==> src/rtl/irqArbPkg.sv <==
package irqArbPkg;

  localparam int NUM_LEVELS = 4;
  localparam int LEVEL_W    = 2;
  localparam int VEC_W      = 16;

  typedef logic [LEVEL_W-1:0] level_t;

  // strobes from control to datapath
  typedef struct packed {
    logic takeFire;   // load winner vector this edge
    logic retiClear;  // innermost level closes this edge
  } ctlStrobe_t;

  typedef enum logic [1:0] {
    SEL_HIGH   = 2'd0,
    SEL_LOW    = 2'd1,
    SEL_MASK   = 2'd2,
    SEL_GLOBAL = 2'd3
  } regSel_e;

endpackage

==> src/rtl/irqArbDatapath.sv <==
module irqArbDatapath
  import irqArbPkg::*;
#(
  parameter int NUM_SRC     = 10,
  parameter int SHARED_SLOT = 8,
  parameter int VEC_BASE    = 3,
  parameter int VEC_STRIDE  = 8
) (
  input  logic               clk,
  input  logic               rstN,
  input  logic [NUM_SRC-1:0] irqReq,
  input  logic               regWrEn,
  input  logic [1:0]         regSel,
  input  logic [NUM_SRC-1:0] regWrData,
  input  ctlStrobe_t         strobes,
  output logic               candValid,
  output level_t             candLevel,
  output logic [VEC_W-1:0]   takeVector
);

  localparam int IDX_W = (NUM_SRC > 1) ? $clog2(NUM_SRC) : 1;

  logic [NUM_SRC-1:0] prioHigh;
  logic [NUM_SRC-1:0] prioLow;
  logic [NUM_SRC-1:0] enMask;
  logic               globalOn;

  // configuration write port
  always_ff @(posedge clk or negedge rstN) begin
    if (!rstN) begin
      prioHigh <= '0;
      prioLow  <= '0;
      enMask   <= '0;
      globalOn <= 1'b0;
    end else if (regWrEn) begin
      case (regSel_e'(regSel))
        SEL_HIGH:   prioHigh <= regWrData;
        SEL_LOW:    prioLow  <= regWrData;
        SEL_MASK:   enMask   <= regWrData;
        SEL_GLOBAL: globalOn <= regWrData[0];
        default:    ;
      endcase
    end
  end

  logic [NUM_SRC-1:0] liveReq;
  assign liveReq = irqReq & enMask & {NUM_SRC{globalOn}};

  level_t srcLevel [NUM_SRC];
  logic [NUM_SRC-1:0] reqByLevel [NUM_LEVELS];

  for (genvar s = 0; s < NUM_SRC; s++) begin : g_src
    assign srcLevel[s] = {prioHigh[s], prioLow[s]};
    for (genvar l = 0; l < NUM_LEVELS; l++) begin : g_lvl
      assign reqByLevel[l][s] = liveReq[s] && (srcLevel[s] == level_t'(l));
    end
  end

  // highest pending level; ascending scan so the top one wins
  always_comb begin
    candValid = 1'b0;
    candLevel = '0;
    for (int l = 0; l < NUM_LEVELS; l++) begin
      if (|reqByLevel[l]) begin
        candValid = 1'b1;
        candLevel = level_t'(l);
      end
    end
  end

  // polling order inside the level: lowest index first
  logic [NUM_SRC-1:0] levelSet;
  logic [IDX_W-1:0]   winnerIdx;

  always_comb begin
    levelSet  = reqByLevel[candLevel];
    winnerIdx = '0;
    for (int s = NUM_SRC - 1; s >= 0; s--) begin
      if (levelSet[s]) winnerIdx = IDX_W'(s);
    end
  end

  function automatic logic [VEC_W-1:0] vecOf(input logic [IDX_W-1:0] idx);
    int slot;
    slot = (int'(idx) >= SHARED_SLOT) ? SHARED_SLOT : int'(idx);
    return VEC_W'(VEC_BASE + VEC_STRIDE * slot);
  endfunction

  always_ff @(posedge clk or negedge rstN) begin
    if (!rstN) begin
      takeVector <= '0;
    end else if (strobes.takeFire) begin
      takeVector <= vecOf(winnerIdx);
    end
  end

endmodule

==> src/rtl/irqArbControl.sv <==
module irqArbControl
  import irqArbPkg::*;
(
  input  logic                  clk,
  input  logic                  rstN,
  input  logic                  candValid,
  input  level_t                candLevel,
  input  logic                  retiPulse,
  output ctlStrobe_t            strobes,
  output logic                  takeStrobe,
  output logic [NUM_LEVELS-1:0] inService
);

  logic   activeValid;
  level_t activeLevel;
  logic   canPreempt;
  logic [NUM_LEVELS-1:0] setMask;
  logic [NUM_LEVELS-1:0] clearMask;

  // innermost open level
  always_comb begin
    activeValid = |inService;
    activeLevel = '0;
    for (int l = 0; l < NUM_LEVELS; l++) begin
      if (inService[l]) activeLevel = level_t'(l);
    end
  end

  always_comb begin
    canPreempt        = !activeValid || (candLevel > activeLevel);
    strobes.takeFire  = candValid && canPreempt && !takeStrobe;
    strobes.retiClear = retiPulse && activeValid;
    setMask   = strobes.takeFire  ? (NUM_LEVELS'(1) << candLevel)   : '0;
    clearMask = strobes.retiClear ? (NUM_LEVELS'(1) << activeLevel) : '0;
  end

  always_ff @(posedge clk or negedge rstN) begin
    if (!rstN) begin
      inService  <= '0;
      takeStrobe <= 1'b0;
    end else begin
      inService  <= (inService & ~clearMask) | setMask;
      takeStrobe <= strobes.takeFire;
    end
  end

endmodule

==> src/rtl/irqLevelArbiter.sv <==
module irqLevelArbiter
  import irqArbPkg::*;
#(
  parameter int NUM_SRC     = 10,
  parameter int SHARED_SLOT = 8,
  parameter int VEC_BASE    = 3,
  parameter int VEC_STRIDE  = 8
) (
  input  logic               clk,
  input  logic               rstN,
  input  logic [NUM_SRC-1:0] irqReq,
  input  logic               regWrEn,
  input  logic [1:0]         regSel,
  input  logic [NUM_SRC-1:0] regWrData,
  input  logic               retiPulse,
  output logic               takeStrobe,
  output logic [15:0]        takeVector
);

  ctlStrobe_t            strobes;
  logic                  candValid;
  level_t                candLevel;
  logic [NUM_LEVELS-1:0] inService;

  irqArbDatapath #(
    .NUM_SRC    (NUM_SRC),
    .SHARED_SLOT(SHARED_SLOT),
    .VEC_BASE   (VEC_BASE),
    .VEC_STRIDE (VEC_STRIDE)
  ) u_datapath (
    .clk       (clk),
    .rstN      (rstN),
    .irqReq    (irqReq),
    .regWrEn   (regWrEn),
    .regSel    (regSel),
    .regWrData (regWrData),
    .strobes   (strobes),
    .candValid (candValid),
    .candLevel (candLevel),
    .takeVector(takeVector)
  );

  irqArbControl u_control (
    .clk       (clk),
    .rstN      (rstN),
    .candValid (candValid),
    .candLevel (candLevel),
    .retiPulse (retiPulse),
    .strobes   (strobes),
    .takeStrobe(takeStrobe),
    .inService (inService)
  );

endmodule

==> config.mk <==
export PLATFORM = sky130hd
export DESIGN_NAME = irqLevelArbiter
export DESIGN_NICKNAME = d
export VERILOG_FILES = /design/src/rtl/irqArbPkg.sv /design/src/rtl/irqArbDatapath.sv /design/src/rtl/irqArbControl.sv /design/src/rtl/irqLevelArbiter.sv
export SDC_FILE = /design/constraint.sdc
export NUM_CORES = 1
export LEC_CHECK = 0
export BUFFER_PORTS_ARGS = -buffer_cell sky130_fd_sc_hd__buf_4
export CORE_AREA = 2 2 76 78
export CTS_CLUSTER_DIAMETER = 120
export DETAILED_ROUTE_END_ITERATION = 10
export DIE_AREA = 0 0 78 80
export GPL_TIMING_DRIVEN = 0
export PLACE_DENSITY = 0.72
export SLEW_MARGIN = 40
export SYNTH_ARGS = -nofsm -noshare
export SYNTH_HDL_FRONTEND = slang
export SYNTH_SLANG_ARGS = --single-unit
==> constraint.sdc <==
create_clock -name clk -period 3.7 [get_ports clk]
set_clock_uncertainty 0.2 [all_clocks]
set_input_delay 0.185 -clock clk [delete_from_list [all_inputs] [get_ports clk]]
set_output_delay 0.185 -clock clk [all_outputs]
set_load 0.1 [all_outputs]
==> metrics.md, run 1 <==
| Metric | Value |
|---|---|
| Sequential share of power | 34.5% |
| CTS buffer count | 5 |
| Relative contribution of combinational cells to total power | 49.7% |
| Initial Utilization | 49.9% |
| Maximum clock rate | 0.293 GHz |
| Highest routed layer | met4 |
| Synth top area cells | sky130_fd_sc_hd__dfrtp_1 38%, sky130_fd_sc_hd__mux2_2 13%, sky130_fd_sc_hd__buf_4 3.6% |
| Input/output buffers | 32 |
| Horizontal die dimension | 78 um |
| Nets | 352 |
| Antenna-violating nets left | 0 |
| Placeable Area | 5410 sq um |
| Worst-path cell chain | buf_6, nand4_1, o22ai_1, a211oi_2, nand4bb_4, buf_4, ha_1, nor2b_1, o21ai_1, a21oi_1, o21ai_0, clkbuf_4, and2_1, a31oi_1, a211oi_2 |
| Post-route standard cell area excluding fillers | 3300 sq um |
| Global placement routability congestion | 0.980 |
| CTS Root Cell | sky130_fd_sc_hd__clkbuf_8 |
| Site Rows | 27 |
| Global Route Usage Sum | 22.0% |
| Seq/Total Area, Yosys | 38.1% |
| Total clock sinks | 41 |
| Maximum cell stage delay along the critical path | 490 ps |
| Cell type of the slowest stage on the worst timing path | sky130_fd_sc_hd__dfrtp_2 |
| Number of detailed-routing iterations run before antenna repair | 5 |
| Period minus WS final | 3420 ps |
| Post-Route WL | 6590 um |
| Final-report hold violation count | 0 |
| Routed wl met2 | 3150 um |
| Post-layout total power | 1.89 mW |
| TritonCTS clock tree | yes |
| Worst setup path category | register to register |
| Number of enable-type register cells in the synthesized netlist | 0 |
| Placed wire-length estimate after detailed placement | 4750 um |
| Worst path most repeated cell | sky130_fd_sc_hd__a211oi_2 |
| Maximum root-to-sink buffer count | 2 |
| Share of total power consumed by net switching | 44.1% |
| Total placed cells including tap cells | 378 |
| Clock insertion delay at the later pin of the skew report | 290 ps |
| Count of cell types in the netlist | 61 |
| Vertical extent of the die | 80 um |
| Worst hold margin | 56.5 ps |
| Final count of pins violating max slew | 0 |
| Total vias in the final route | 2354 |
| Run status | finished, final reports clean |
| Post-route insts no fill | 396 |
| Tightest slew margin relative to the limit | 51.0% |
| CP bufs+invs | 3 |
| Routed wire length on met3 | 445 um |
| Power per cell area | 573 nW/um^2 |
| Antenna violations before repair | 0 |
| Share of the clock period used by the worst path after layout | 92.4% |
| Dpl cell area | 3060 sq um |
| Top cell type's share of synthesized area | 38.1% |
| Final setup violation count | 0 |
| Largest fanout on the critical path | 10 |
| Count of state elements after synthesis | 41 |
| Least-Margin Pin Slew | 735 ps |
| Standby leakage power | 1.45 nW |
| Largest net degree at the start of global routing | 42 |
| Data arrival time of the critical path | 3400 ps |
| Global-route wire length before repair | 10600 um |
| IO Count | 43 |
| Via-per-instance ratio | 5.94 |
| Worst Hold Class | input port to register |
| Global-route congestion overflow total | 0 |
| Post-Synthesis Cells | 265 |
| Mapped cell area | 2700 sq um |
| Top cell type by total area after synthesis | sky130_fd_sc_hd__dfrtp_1 |
| Mean routed wirelength per cell | 16.6 um |
| Post-CTS clock slew at the launch and capture registers of the worst setup and hold paths | 70 ps |
| Type of destination of the critical path | register |
| M1 WL | 2900 um |
| Yosys warns | 0 |
| Share of async-settable or async-resettable flops after synthesis | 100% |
| Number of H-tree levels | 2 |
| CP startpoint kind | register |
| Post-synthesis area per instance | 10.2 sq um |
| Fraction of layout cells with a size suffix above 1 | 32.1% |
| Diode insertion count for antenna repair | 0 |
| Count of unresolved DRC violations after routing | 0 |
| Number of DRC markers after the initial detailed-route iteration | 163 |
| Signed area change from the synthesized netlist to the final layout | 22.5% |
| Required time worst endpoint | 3680 ps |
| Area enclosed by the die boundary | 6240 sq um |
| Total negative slack | 0 ps |
| Top delay family on crit path | compound AO/OA/AOI/OAI gates |
| Int Power | 1.06 mW |
| Vias in the first global route | 2225 |
| Most used DFF post-synth | sky130_fd_sc_hd__dfrtp_1 |
| Clock Power Share | 15.8% |
| RSZ-0062 raised after global routing | no |
| Maximum Capacitance Violations | 0 |
| Switching power total | 834 uW |
| Maximum VDD drop | 0.361 mV |
==> synthesized netlist by cell type, types with 3 or more instances <==
cell,count
sky130_fd_sc_hd__dfrtp_1,41
sky130_fd_sc_hd__mux2_2,30
sky130_fd_sc_hd__buf_4,13
sky130_fd_sc_hd__o21ai_0,13
sky130_fd_sc_hd__inv_1,12
sky130_fd_sc_hd__nand2_1,12
sky130_fd_sc_hd__nor2_1,12
sky130_fd_sc_hd__nand3_1,10
sky130_fd_sc_hd__a21oi_1,8
sky130_fd_sc_hd__nor3_1,8
sky130_fd_sc_hd__clkbuf_1,7
sky130_fd_sc_hd__nand4_1,7
sky130_fd_sc_hd__and3_1,5
sky130_fd_sc_hd__o31ai_1,5
sky130_fd_sc_hd__or3_1,5
sky130_fd_sc_hd__xnor2_1,5
sky130_fd_sc_hd__a21o_1,4
sky130_fd_sc_hd__o221ai_1,4
sky130_fd_sc_hd__nand3b_1,3
sky130_fd_sc_hd__o22ai_1,3
sky130_fd_sc_hd__o32ai_1,3
==> cell type report <==
| class | count | area [sq um] |
|---|---|---|
| fill | 470 | 2100 |
| multi-input combinational | 200 | 1560 |
| sequential | 41 | 1030 |
| timing repair buffer | 44 | 360 |
| buffer | 20 | 135 |
| tap | 72 | 90.1 |
| clock buffer | 7 | 86.3 |
| inverter | 12 | 45.0 |
==> cells by family (layout without fill, tap and decap cells) <==
kind of cell	Yosys count	after routing	share of synthesized area, %
flops	41	41	38.1
fa+ha+maj	2	2	0.928
xor+xnor	5	5	1.62
other cells	1	10	0.139
buf+inv	33	83	6.69
simple gates	92	92	22.7
mux	32	32	13.3
compound gates	59	59	16.5
==> layout by cell type, fill, tap and decap left out, types with 3 or more instances in the layout <==
cell                             n
sky130_fd_sc_hd__buf_4          45
sky130_fd_sc_hd__dfrtp_1        40
sky130_fd_sc_hd__mux2_2         30
sky130_fd_sc_hd__nor2_1         12
sky130_fd_sc_hd__inv_1          12
sky130_fd_sc_hd__nand2_1        12
sky130_fd_sc_hd__o21ai_0        12
sky130_fd_sc_hd__dlygate4sd3_1  12
sky130_fd_sc_hd__nand3_1        10
sky130_fd_sc_hd__conb_1         10
sky130_fd_sc_hd__nor3_1          8
sky130_fd_sc_hd__a21oi_1         8
sky130_fd_sc_hd__nand4_1         7
sky130_fd_sc_hd__clkbuf_1        6
sky130_fd_sc_hd__clkbuf_8        6
sky130_fd_sc_hd__and3_1          5
sky130_fd_sc_hd__or3_1           5
sky130_fd_sc_hd__o31ai_1         5
sky130_fd_sc_hd__xnor2_1         5
sky130_fd_sc_hd__a21o_1          4
sky130_fd_sc_hd__o221ai_1        4
sky130_fd_sc_hd__o22ai_1         3
sky130_fd_sc_hd__nand3b_1        3
sky130_fd_sc_hd__o32ai_1         3
==> power groups by stage <==
| stage | combinational (mW) | sequential [mW] | clock (mW) |
|---|---|---|---|
| after CTS | 0.905 | 0.648 | 0.305 |
| after global placement | 0.878 | 0.653 | 0 |
| final | 0.939 | 0.652 | 0.299 |
| after floorplan | 0.583 | 0.750 | 0 |
| after detailed placement | 0.892 | 0.657 | 0 |
| after global routing | 1.02 | 0.663 | 0.318 |
==> worst register-to-register path: cells and delay by family (launching register included) <==
kind	cells	cell delay [ps]
buffers and inverters	3	600
DFF	1	490
AOI/OAI and AO/OA	7	1160
adders and majority gates	1	300
and+or+nand+nor	4	560
==> final timing paths <==
| kind | end | startpoint | depth (start not counted) | slack (ps) |
|---|---|---|---|---|
| max reg2reg | u_datapath.takeVector[3]$_DFFE_PN0P_ | u_datapath.globalOn$_DFFE_PN0P_ | 15 | 280 |
| max in group asynchronous | u_datapath.globalOn$_DFFE_PN0P_ | rstN | 2 | 2710 |
| min reg2reg | u_datapath.takeVector[5]$_DFFE_PN0P_ | u_datapath.takeVector[5]$_DFFE_PN0P_ | 2 | 280 |
| max | u_datapath.takeVector[3]$_DFFE_PN0P_ | u_datapath.globalOn$_DFFE_PN0P_ | 15 | 280 |
| min in group asynchronous | u_datapath.prioLow[8]$_DFFE_PN0P_ | rstN | 2 | 200 |
| min | u_datapath.globalOn$_DFFE_PN0P_ | regSel[1] | 3 | 60 |
==> sequential cells by signal, summed over array words and instances, names as in the netlist <==
register,count
u_control.inService,4
u_control.takeStrobe,1
u_datapath.enMask,10
u_datapath.globalOn,1
u_datapath.prioHigh,10
u_datapath.prioLow,10
u_datapath.takeVector,5
==> per-layer routing <==
metal | track usage (%) | vias to the layer above
li1 | - | 1107
met1 | 28.4 | 1139
met2 | 37.0 | 102
met3 | 4.64 | 6
met4 | 7.02 | 0
met5 | 0 | -
==> through the flow <==
stage               utilization [%]  setup slack, ps
detailed placement             56.6             48.5
finish                         61.1              282
global route                   61.1             2.61
CTS                            60.4             34.3
global placement               56.6             76.0
floorplan                         -              600
==> what timing repair did <==
| item | 4_1_cts | 5_1_grt |
|---|---|---|
| gates resized for setup | 0 | 9 |
| buffers inserted | 0 | 0 |
| endpoints found under the hold margin | 73 | 0 |
| hold buffers | 12 | 0 |
| setup endpoints to repair | 0 | 7 |
Power figures use the tool's default switching activity.
==> run 2: changes to the inputs <==
--- a/config.mk
+++ b/config.mk
@@ -6,10 +6,10 @@
 export NUM_CORES = 1
 export LEC_CHECK = 0
 export BUFFER_PORTS_ARGS = -buffer_cell sky130_fd_sc_hd__buf_4
-export CORE_AREA = 2 2 76 78
+export CORE_AREA = 2 2 97 62
 export CTS_CLUSTER_DIAMETER = 120
 export DETAILED_ROUTE_END_ITERATION = 10
-export DIE_AREA = 0 0 78 80
+export DIE_AREA = 0 0 99 64
 export GPL_TIMING_DRIVEN = 0
 export PLACE_DENSITY = 0.72
 export SLEW_MARGIN = 40
==> metrics.md, run 2 (synthesis results as in run 1) <==
| Metric | Value |
|---|---|
| Maximum VDD drop | 0.225 mV (-38%) |
| Worst Hold Class | input port to register |
| Power per cell area | 580 nW/um^2 (+1.2%) |
| Total placed cells including tap cells | 375 (-0.79%) |
| Final count of pins violating max slew | 0 (unchanged) |
| Post-route standard cell area excluding fillers | 3320 sq um (+0.57%) |
| Final-report hold violation count | 0 (unchanged) |
| Maximum root-to-sink buffer count | 2 (unchanged) |
| Routed wire length on met3 | 634 um (+42%) |
| Clock insertion delay at the later pin of the skew report | 300 ps (about the same) |
| Number of DRC markers after the initial detailed-route iteration | 197 (+21%) |
| Site Rows | 21 (-22%) |
| Vias in the first global route | 2250 (+1.1%) |
| Antenna-violating nets left | 0 (unchanged) |
| Data arrival time of the critical path | 3460 ps (+60 ps) |
| Routed wl met2 | 2890 um (-8.2%) |
| Total negative slack | 0 ps (unchanged) |
| Largest net degree at the start of global routing | 42 (unchanged) |
| Area enclosed by the die boundary | 6340 sq um (+1.5%) |
| Top Registers | u_datapath.enMask x10, u_datapath.prioHigh x10, u_datapath.prioLow x10 |
| Post-CTS clock slew at the launch and capture registers of the worst setup and hold paths | 80 ps (about the same) |
| Worst hold margin | 49.6 ps (-6.94 ps) |
| Placeable Area | 5390 sq um (-0.35%) |
| Sequential share of power | 34.0% (-0.5 points) |
| Antenna violations before repair | 0 (unchanged) |
| Number of detailed-routing iterations run before antenna repair | 5 (unchanged) |
| Final setup violation count | 0 (unchanged) |
| Input/output buffers | 32 (unchanged) |
| Global Route Usage Sum | 23.8% (+1.8 points) |
| End-of-flow core utilization | 61.6% (+0.56 points) |
| Dpl cell area | 3060 sq um (-0.12%) |
| Run status | finished, final reports clean |
| Largest fanout on the critical path | 10 (unchanged) |
| Count of unresolved DRC violations after routing | 0 (unchanged) |
| Post-layout worst setup margin | 228 ps (-53.8 ps) |
| Fraction of layout cells with a size suffix above 1 | 32.3% (+0.21 points) |
| CTS buffer count | 5 (unchanged) |
| Post-Route WL | 7210 um (+9.4%) |
| Placed wire-length estimate after detailed placement | 5300 um (+11%) |
| Highest routed layer | met4 |
| Tightest slew margin relative to the limit | 51.7% (+0.66 points) |
| Post-layout total power | 1.92 mW (+1.8%) |
| Signed area change from the synthesized netlist to the final layout | 23.2% |
| Post-route insts no fill | 394 (-0.51%) |
| Worst setup path category | register to register |
| Standby leakage power | 1.46 nW (+0.54%) |
| Int Power | 1.07 mW (+0.88%) |
| CTS Root Cell | sky130_fd_sc_hd__clkbuf_8 |
| Relative contribution of combinational cells to total power | 50.3% (+0.6 points) |
| Most common library cell in the layout ignoring fill and taps | sky130_fd_sc_hd__buf_4 |
| Clock Power Share | 15.6% (-0.2 points) |
| Maximum clock rate | 0.288 GHz (-1.6%) |
| Type of destination of the critical path | register |
| Via-per-instance ratio | 5.94 (about the same) |
| Total vias in the final route | 2342 (-0.51%) |
| Share of the clock period used by the worst path after layout | 93.8% (+1.5 points) |
| Switching power total | 859 uW (+3.0%) |
| Global-route wire length before repair | 11600 um (+9.6%) |
| IO Count | 43 (unchanged) |
| Nets | 353 (+0.28%) |
| Number of H-tree levels | 2 (unchanged) |
| Commonest cells after routing, fill and taps aside | 45 x sky130_fd_sc_hd__buf_4, 40 x sky130_fd_sc_hd__dfrtp_1, 30 x sky130_fd_sc_hd__mux2_2 |
| Global placement routability congestion | 0.910 (-7.1%) |
| CP startpoint kind | register |
| Share of total power consumed by net switching | 44.6% (+0.52 points) |
| Required time worst endpoint | 3690 ps (about the same) |
| Total clock sinks | 41 (unchanged) |
| Global-route congestion overflow total | 0 (unchanged) |
| Vertical extent of the die | 64 um (-20%) |
| Period minus WS final | 3470 ps (+53.8 ps) |
| Minimum setup slack after placement | -26.1 ps (-74.5 ps) |
| M1 WL | 3540 um (+22%) |
| Horizontal die dimension | 99 um (+27%) |
| Maximum Capacitance Violations | 0 (unchanged) |
| Mean routed wirelength per cell | 18.3 um (+9.9%) |
| TritonCTS clock tree | yes |
| Least-Margin Pin Slew | 725 ps (-9.85 ps) |
| Diode insertion count for antenna repair | 0 (unchanged) |
| Initial Utilization | 50.0% (+0.17 points) |
==> run 2: cell types whose count changed in the layout (fill, tap and decap cells not counted) <==
cell	before	now
sky130_fd_sc_hd__or2_2	1	0
sky130_fd_sc_hd__buf_12	0	1
sky130_fd_sc_hd__or2_4	0	1
==> run 2: final cells by class <==
type	count	area [sq um]
multi-input cells	200	1560
well taps	69	86.3
inverters	12	45.0
flip-flops and latches	41	1030
clock buffers	7	86.3
repair buffers	45	380
plain buffers	20	135
fillers	449	2070
==> run 2: power groups by stage <==
stage	Clock, mW	Sequential, mW	Combinational, mW
3_5_place_dp	0	0.658	0.903
4_1_cts	0.308	0.650	0.917
5_1_grt	0.329	0.670	1.06
3_3_place_gp	0	0.652	0.887
2_1_floorplan	0	0.750	0.583
6_report	0.300	0.655	0.969
==> run 2: what timing repair did <==
item | 4_1_cts | 5_1_grt
pin swaps | 0 | 1
buffers inserted | 0 | 1
hold endpoints to repair | 73 | 0
gates resized for setup | 1 | 9
hold buffers | 12 | 0
endpoints found under the setup margin | 2 | 7
==> run 2: worst max-delay path, stage by stage (launching register included) <==
cell and delay, ps:
sky130_fd_sc_hd__dfrtp_2 490, sky130_fd_sc_hd__buf_6 180, sky130_fd_sc_hd__nand4_1 140, sky130_fd_sc_hd__o22a_1 160, sky130_fd_sc_hd__o2111ai_1 190, sky130_fd_sc_hd__nand4bb_4 280
sky130_fd_sc_hd__buf_4 210, sky130_fd_sc_hd__ha_1 290, sky130_fd_sc_hd__nor2b_1 120, sky130_fd_sc_hd__o21ai_1 80, sky130_fd_sc_hd__a21oi_1 220, sky130_fd_sc_hd__o21ai_0 150
sky130_fd_sc_hd__clkbuf_4 210, sky130_fd_sc_hd__and2_1 160, sky130_fd_sc_hd__a31oi_1 180, sky130_fd_sc_hd__a211oi_2 60
==> run 2: path summary, 6_finish.rpt <==
check / start / to / slack, ps / cells after the start
worst max register to register: u_datapath.globalOn$_DFFE_PN0P_ / u_datapath.takeVector[3]$_DFFE_PN0P_ / 230 / 15
min in group asynchronous: rstN / u_datapath.prioLow[0]$_DFFE_PN0P_ / 200 / 2
worst max-delay path: u_datapath.globalOn$_DFFE_PN0P_ / u_datapath.takeVector[3]$_DFFE_PN0P_ / 230 / 15
worst min register to register: u_datapath.takeVector[1]$_DFFE_PN0P_ / u_datapath.takeVector[1]$_DFFE_PN0P_ / 290 / 1
max in group asynchronous: rstN / u_datapath.prioHigh[3]$_DFFE_PN0P_ / 2720 / 2
worst min-delay path: regSel[1] / u_datapath.globalOn$_DFFE_PN0P_ / 50 / 3
==> run 2: routing by layer <==
layer,vias up,track usage [%]
met3,18,5.91
li1,1103,-
met4,0,5.48
met5,-,0
met2,113,34.0
met1,1108,36.1
==> run 3: changes to the inputs <==
--- a/config.mk
+++ b/config.mk
@@ -5,11 +5,12 @@
 export SDC_FILE = /design/constraint.sdc
 export NUM_CORES = 1
 export LEC_CHECK = 0
+export ABC_AREA = 1
 export BUFFER_PORTS_ARGS = -buffer_cell sky130_fd_sc_hd__buf_4
-export CORE_AREA = 2 2 97 62
+export CORE_AREA = 2 2 100 63
 export CTS_CLUSTER_DIAMETER = 120
 export DETAILED_ROUTE_END_ITERATION = 10
-export DIE_AREA = 0 0 99 64
+export DIE_AREA = 0 0 102 65
 export GPL_TIMING_DRIVEN = 0
 export PLACE_DENSITY = 0.72
 export SLEW_MARGIN = 40
==> metrics.md, run 3 <==
| Metric | Value |
|---|---|
| Mean routed wirelength per cell | 12.2 um (-33%) |
| Largest fanout on the critical path | 10 (unchanged) |
| CP bufs+invs | 4 (+1) |
| Post-layout total power | 1.76 mW (-8.3%) |
| Top delay family on crit path | simple AND/OR/NAND/NOR gates |
| Site Rows | 22 (+4.8%) |
| Share of async-settable or async-resettable flops after synthesis | 100% (unchanged) |
| TritonCTS clock tree | yes |
| Final setup violation count | 0 (unchanged) |
| Total vias in the final route | 2722 (+16%) |
| Path length in cells of the critical path | 17 (+2) |
| Worst path most repeated cell | sky130_fd_sc_hd__nand2_1 |
| Standby leakage power | 1.84 nW (+26%) |
| IO Count | 43 (unchanged) |
| Cells resized by post-CTS repair | 0 (-1) |
| Initial Utilization | 48.8% (-1.2 points) |
| Maximum root-to-sink buffer count | 2 (unchanged) |
| Type of destination of the critical path | register |
| Total clock sinks | 41 (unchanged) |
| Final count of pins violating max slew | 0 (unchanged) |
| Number of detailed-routing iterations run before antenna repair | 5 (unchanged) |
| Seq/Total Area, Yosys | 36.0% (-2.0 points) |
| Most common library cells after synthesis | 129 x sky130_fd_sc_hd__nand2_1, 53 x sky130_fd_sc_hd__inv_1, 51 x sky130_fd_sc_hd__nor2_1 |
| Maximum cell stage delay along the critical path | 390 ps (-100 ps) |
| Number of DRC markers after the initial detailed-route iteration | 214 (+8.6%) |
| Post-Route WL | 6910 um (-4.1%) |
| Placed wire-length estimate after detailed placement | 5370 um (+1.4%) |
| Count of cell types in the netlist | 35 (-43%) |
| Most common library cell in the layout ignoring fill and taps | sky130_fd_sc_hd__nand2_1 |
| Switching power total | 812 uW (-5.5%) |
| Global-route congestion overflow total | 0 (unchanged) |
| Fraction of layout cells with a size suffix above 1 | 17.1% (-15 points) |
| Int Power | 953 uW (-11%) |
| Maximum VDD drop | 0.203 mV (-9.7%) |
| Area enclosed by the die boundary | 6630 sq um (+4.6%) |
| Nets | 508 (+44%) |
| Clock insertion delay at the later pin of the skew report | 300 ps (about the same) |
| Library cell with the highest instance count after synthesis | sky130_fd_sc_hd__nand2_1 |
| Count of unresolved DRC violations after routing | 0 (unchanged) |
| Worst Hold Class | input port to register |
| Total negative slack | 0 ps (unchanged) |
| Antenna violations before repair | 0 (unchanged) |
| Worst-path cell chain | inv_1, nor2_1, nand2_1, nand2_1, nor2_1, nand2_1, nor2_4, nand2_1, buf_4, ha_1, inv_1, nor2_1, o21ai_0, o31ai_1, nand2_2, inv_2, or2_2 |
| Register-to-Register Setup Slack | 460 ps (+230 ps) |
| FF-to-FF path depth | 17 (+2) |
| Worst setup path category | register to register |
| Post-route insts no fill | 564 (+43%) |
| Via-per-instance ratio | 4.83 (-19%) |
| Top cell type by total area after synthesis | sky130_fd_sc_hd__dfrtp_1 |
| Run status | finished, final reports clean |
| Least-Margin Pin Slew | 598 ps (-126 ps) |
| Global-route wire length before repair | 11700 um (+0.89%) |
| Largest net degree at the start of global routing | 42 (unchanged) |
| Share of the clock period used by the worst path after layout | 87.5% (-6.3 points) |
| Final-report hold violation count | 0 (unchanged) |
| Vertical extent of the die | 65 um (+1.6%) |
| Global placement routability congestion | 0.957 (+5.2%) |
| Placeable Area | 5840 sq um (+8.3%) |
| Period minus WS final | 3240 ps (-234 ps) |
| Input/output buffers | 32 (unchanged) |
| Yosys warns | 0 (unchanged) |
| Relative contribution of combinational cells to total power | 47.9% (-2.4 points) |
| Horizontal die dimension | 102 um (+3.0%) |
| Worst hold path depth | 3 (unchanged) |
| Power per cell area | 514 nW/um^2 (-11%) |
| Clock Power Share | 16.9% (+1.3 points) |
| Post-Synthesis Cells | 420 (+58%) |
| Top cell type's share of synthesized area | 36.0% (-2.0 points) |
| Total placed cells including tap cells | 545 (+45%) |
| Antenna-violating nets left | 0 (unchanged) |
| RSZ-0062 raised after global routing | no |
| Required time worst endpoint | 3680 ps (about the same) |
| Global Route Usage Sum | 23.0% (-0.77 points) |
| Top Registers | u_datapath.enMask x10, u_datapath.prioHigh x10, u_datapath.prioLow x10 |
| Data arrival time of the critical path | 3210 ps (-250 ps) |
| Number of H-tree levels | 2 (unchanged) |
| Worst hold margin | 5.58 ps (-44.0 ps) |
| Signed area change from the synthesized netlist to the final layout | 20.6% |
| Commonest cells after routing, fill and taps aside | 129 x sky130_fd_sc_hd__nand2_1, 53 x sky130_fd_sc_hd__inv_1, 51 x sky130_fd_sc_hd__nor2_1 |
| Number of enable-type register cells in the synthesized netlist | 0 (unchanged) |
| Maximum clock rate | 0.309 GHz (+7.2%) |
| Diode insertion count for antenna repair | 0 (unchanged) |
| Final-layout fill cell count | 578 (+29%) |
| Share of total power consumed by net switching | 46.0% (+1.4 points) |
| Most used DFF post-synth | sky130_fd_sc_hd__dfrtp_1 |
| Tightest slew margin relative to the limit | 60.1% (+8.4 points) |
| Sequential share of power | 35.2% (+1.2 points) |
| CTS buffer count | 5 (unchanged) |
| Post-CTS clock slew at the launch and capture registers of the worst setup and hold paths | 70 ps (about the same) |
| Count of state elements after synthesis | 41 (unchanged) |
| CP startpoint kind | register |
| CTS Root Cell | sky130_fd_sc_hd__clkbuf_8 |
| Vias in the first global route | 2506 (+11%) |
| Maximum Capacitance Violations | 0 (unchanged) |
| Post-synthesis area per instance | 6.78 sq um (-33%) |
| Mapped cell area | 2850 sq um (+5.7%) |
| Cell type of the slowest stage on the worst timing path | sky130_fd_sc_hd__dfrtp_1 |
| Synth top area cells | sky130_fd_sc_hd__dfrtp_1 36%, sky130_fd_sc_hd__nand2_1 17%, sky130_fd_sc_hd__inv_1 7.0% |
[run 3: cell count changes after synthesis, sizes merged, moves of 5 or more]
cell and delta:
o221ai -5, nand2 +122, or3 -5, and3 -7, nor2 +45, inv +49, mux2 -30, nand4 -8
o21ai +28, nand3 +14
[run 3: stage by stage]
step / cell area, sq um / utilization (%) / setup slack (ps)
6_report: 3430 / 58.8 / 462
5_1_grt: 3430 / 58.8 / 156
4_1_cts: 3430 / 58.8 / 480
3_5_place_dp: 3230 / 55.3 / 506
3_3_place_gp: 3230 / 55.3 / 506
2_1_floorplan: 2880 / - / 969
[run 3: worst paths after layout]
path	start	endpoint
setup / recovery	u_datapath.globalOn$_DFFE_PN0P_	u_datapath.takeVector[1]$_DFFE_PN0P_
hold / removal	regWrData[0]	u_datapath.enMask[0]$_DFFE_PN0P_
setup reg to reg	u_datapath.globalOn$_DFFE_PN0P_	u_datapath.takeVector[1]$_DFFE_PN0P_
hold reg to reg	u_datapath.takeVector[4]$_DFFE_PN0P_	u_datapath.takeVector[4]$_DFFE_PN0P_
max in group asynchronous	rstN	u_datapath.prioHigh[5]$_DFFE_PN0P_
min in group asynchronous	rstN	u_datapath.enMask[7]$_DFFE_PN0P_
[run 3: power by group through the flow]
stage	sequential, mW	combinational [mW]	clock (mW)
after floorplan	0.764	0.513	0
after global placement	0.625	0.823	0
after detailed placement	0.629	0.836	0
after CTS	0.620	0.848	0.303
after global routing	0.634	0.958	0.325
final	0.621	0.845	0.298
[run 3: cell families (layout without fill, tap and decap cells)]
kind of cell	Yosys count	in the layout	synth area share, %
AND/OR/NAND/NOR	233	233	38.1
XOR/XNOR	1	1	0.308
flip-flops	41	41	36.0
other	1	10	0.132
AO/OA/AOI/OAI	60	60	11.6
buffers and inverters	82	133	12.9
adder cells (fa/ha/maj)	2	2	0.879
[run 3: area by class of cell]
cell class / count / area [sq um] / share of cell area (%)
flip-flops and latches: 41 / 1030 / 29.9
repair buffers: 44 / 360 / 10.5
plain buffers: 20 / 135 / 3.94
inverters: 62 / 233 / 6.78
well taps: 84 / 105 / 3.06
clock buffers: 7 / 86.3 / 2.51
multi-input cells: 306 / 1490 / 43.3
[run 3: layer usage]
layer  up-vias  track usage [%]  share of wire [%]
li1       1412                -                  -
met1      1238             33.6                 52
met2        68             35.9                 43
met3         4             5.29                5.3
met4         0             2.50               0.43
met5         -                0                  0
[run 3: timing repair]
item	4_1_cts	5_1_grt
hold buffers	12	0
hold endpoints to repair	63	0
setup buffers	0	0
[run 3: tightest hold or removal path, stage by stage]
cell                      delay (ps)
sky130_fd_sc_hd__buf_4            70
sky130_fd_sc_hd__inv_1            60
sky130_fd_sc_hd__o21ai_0         150
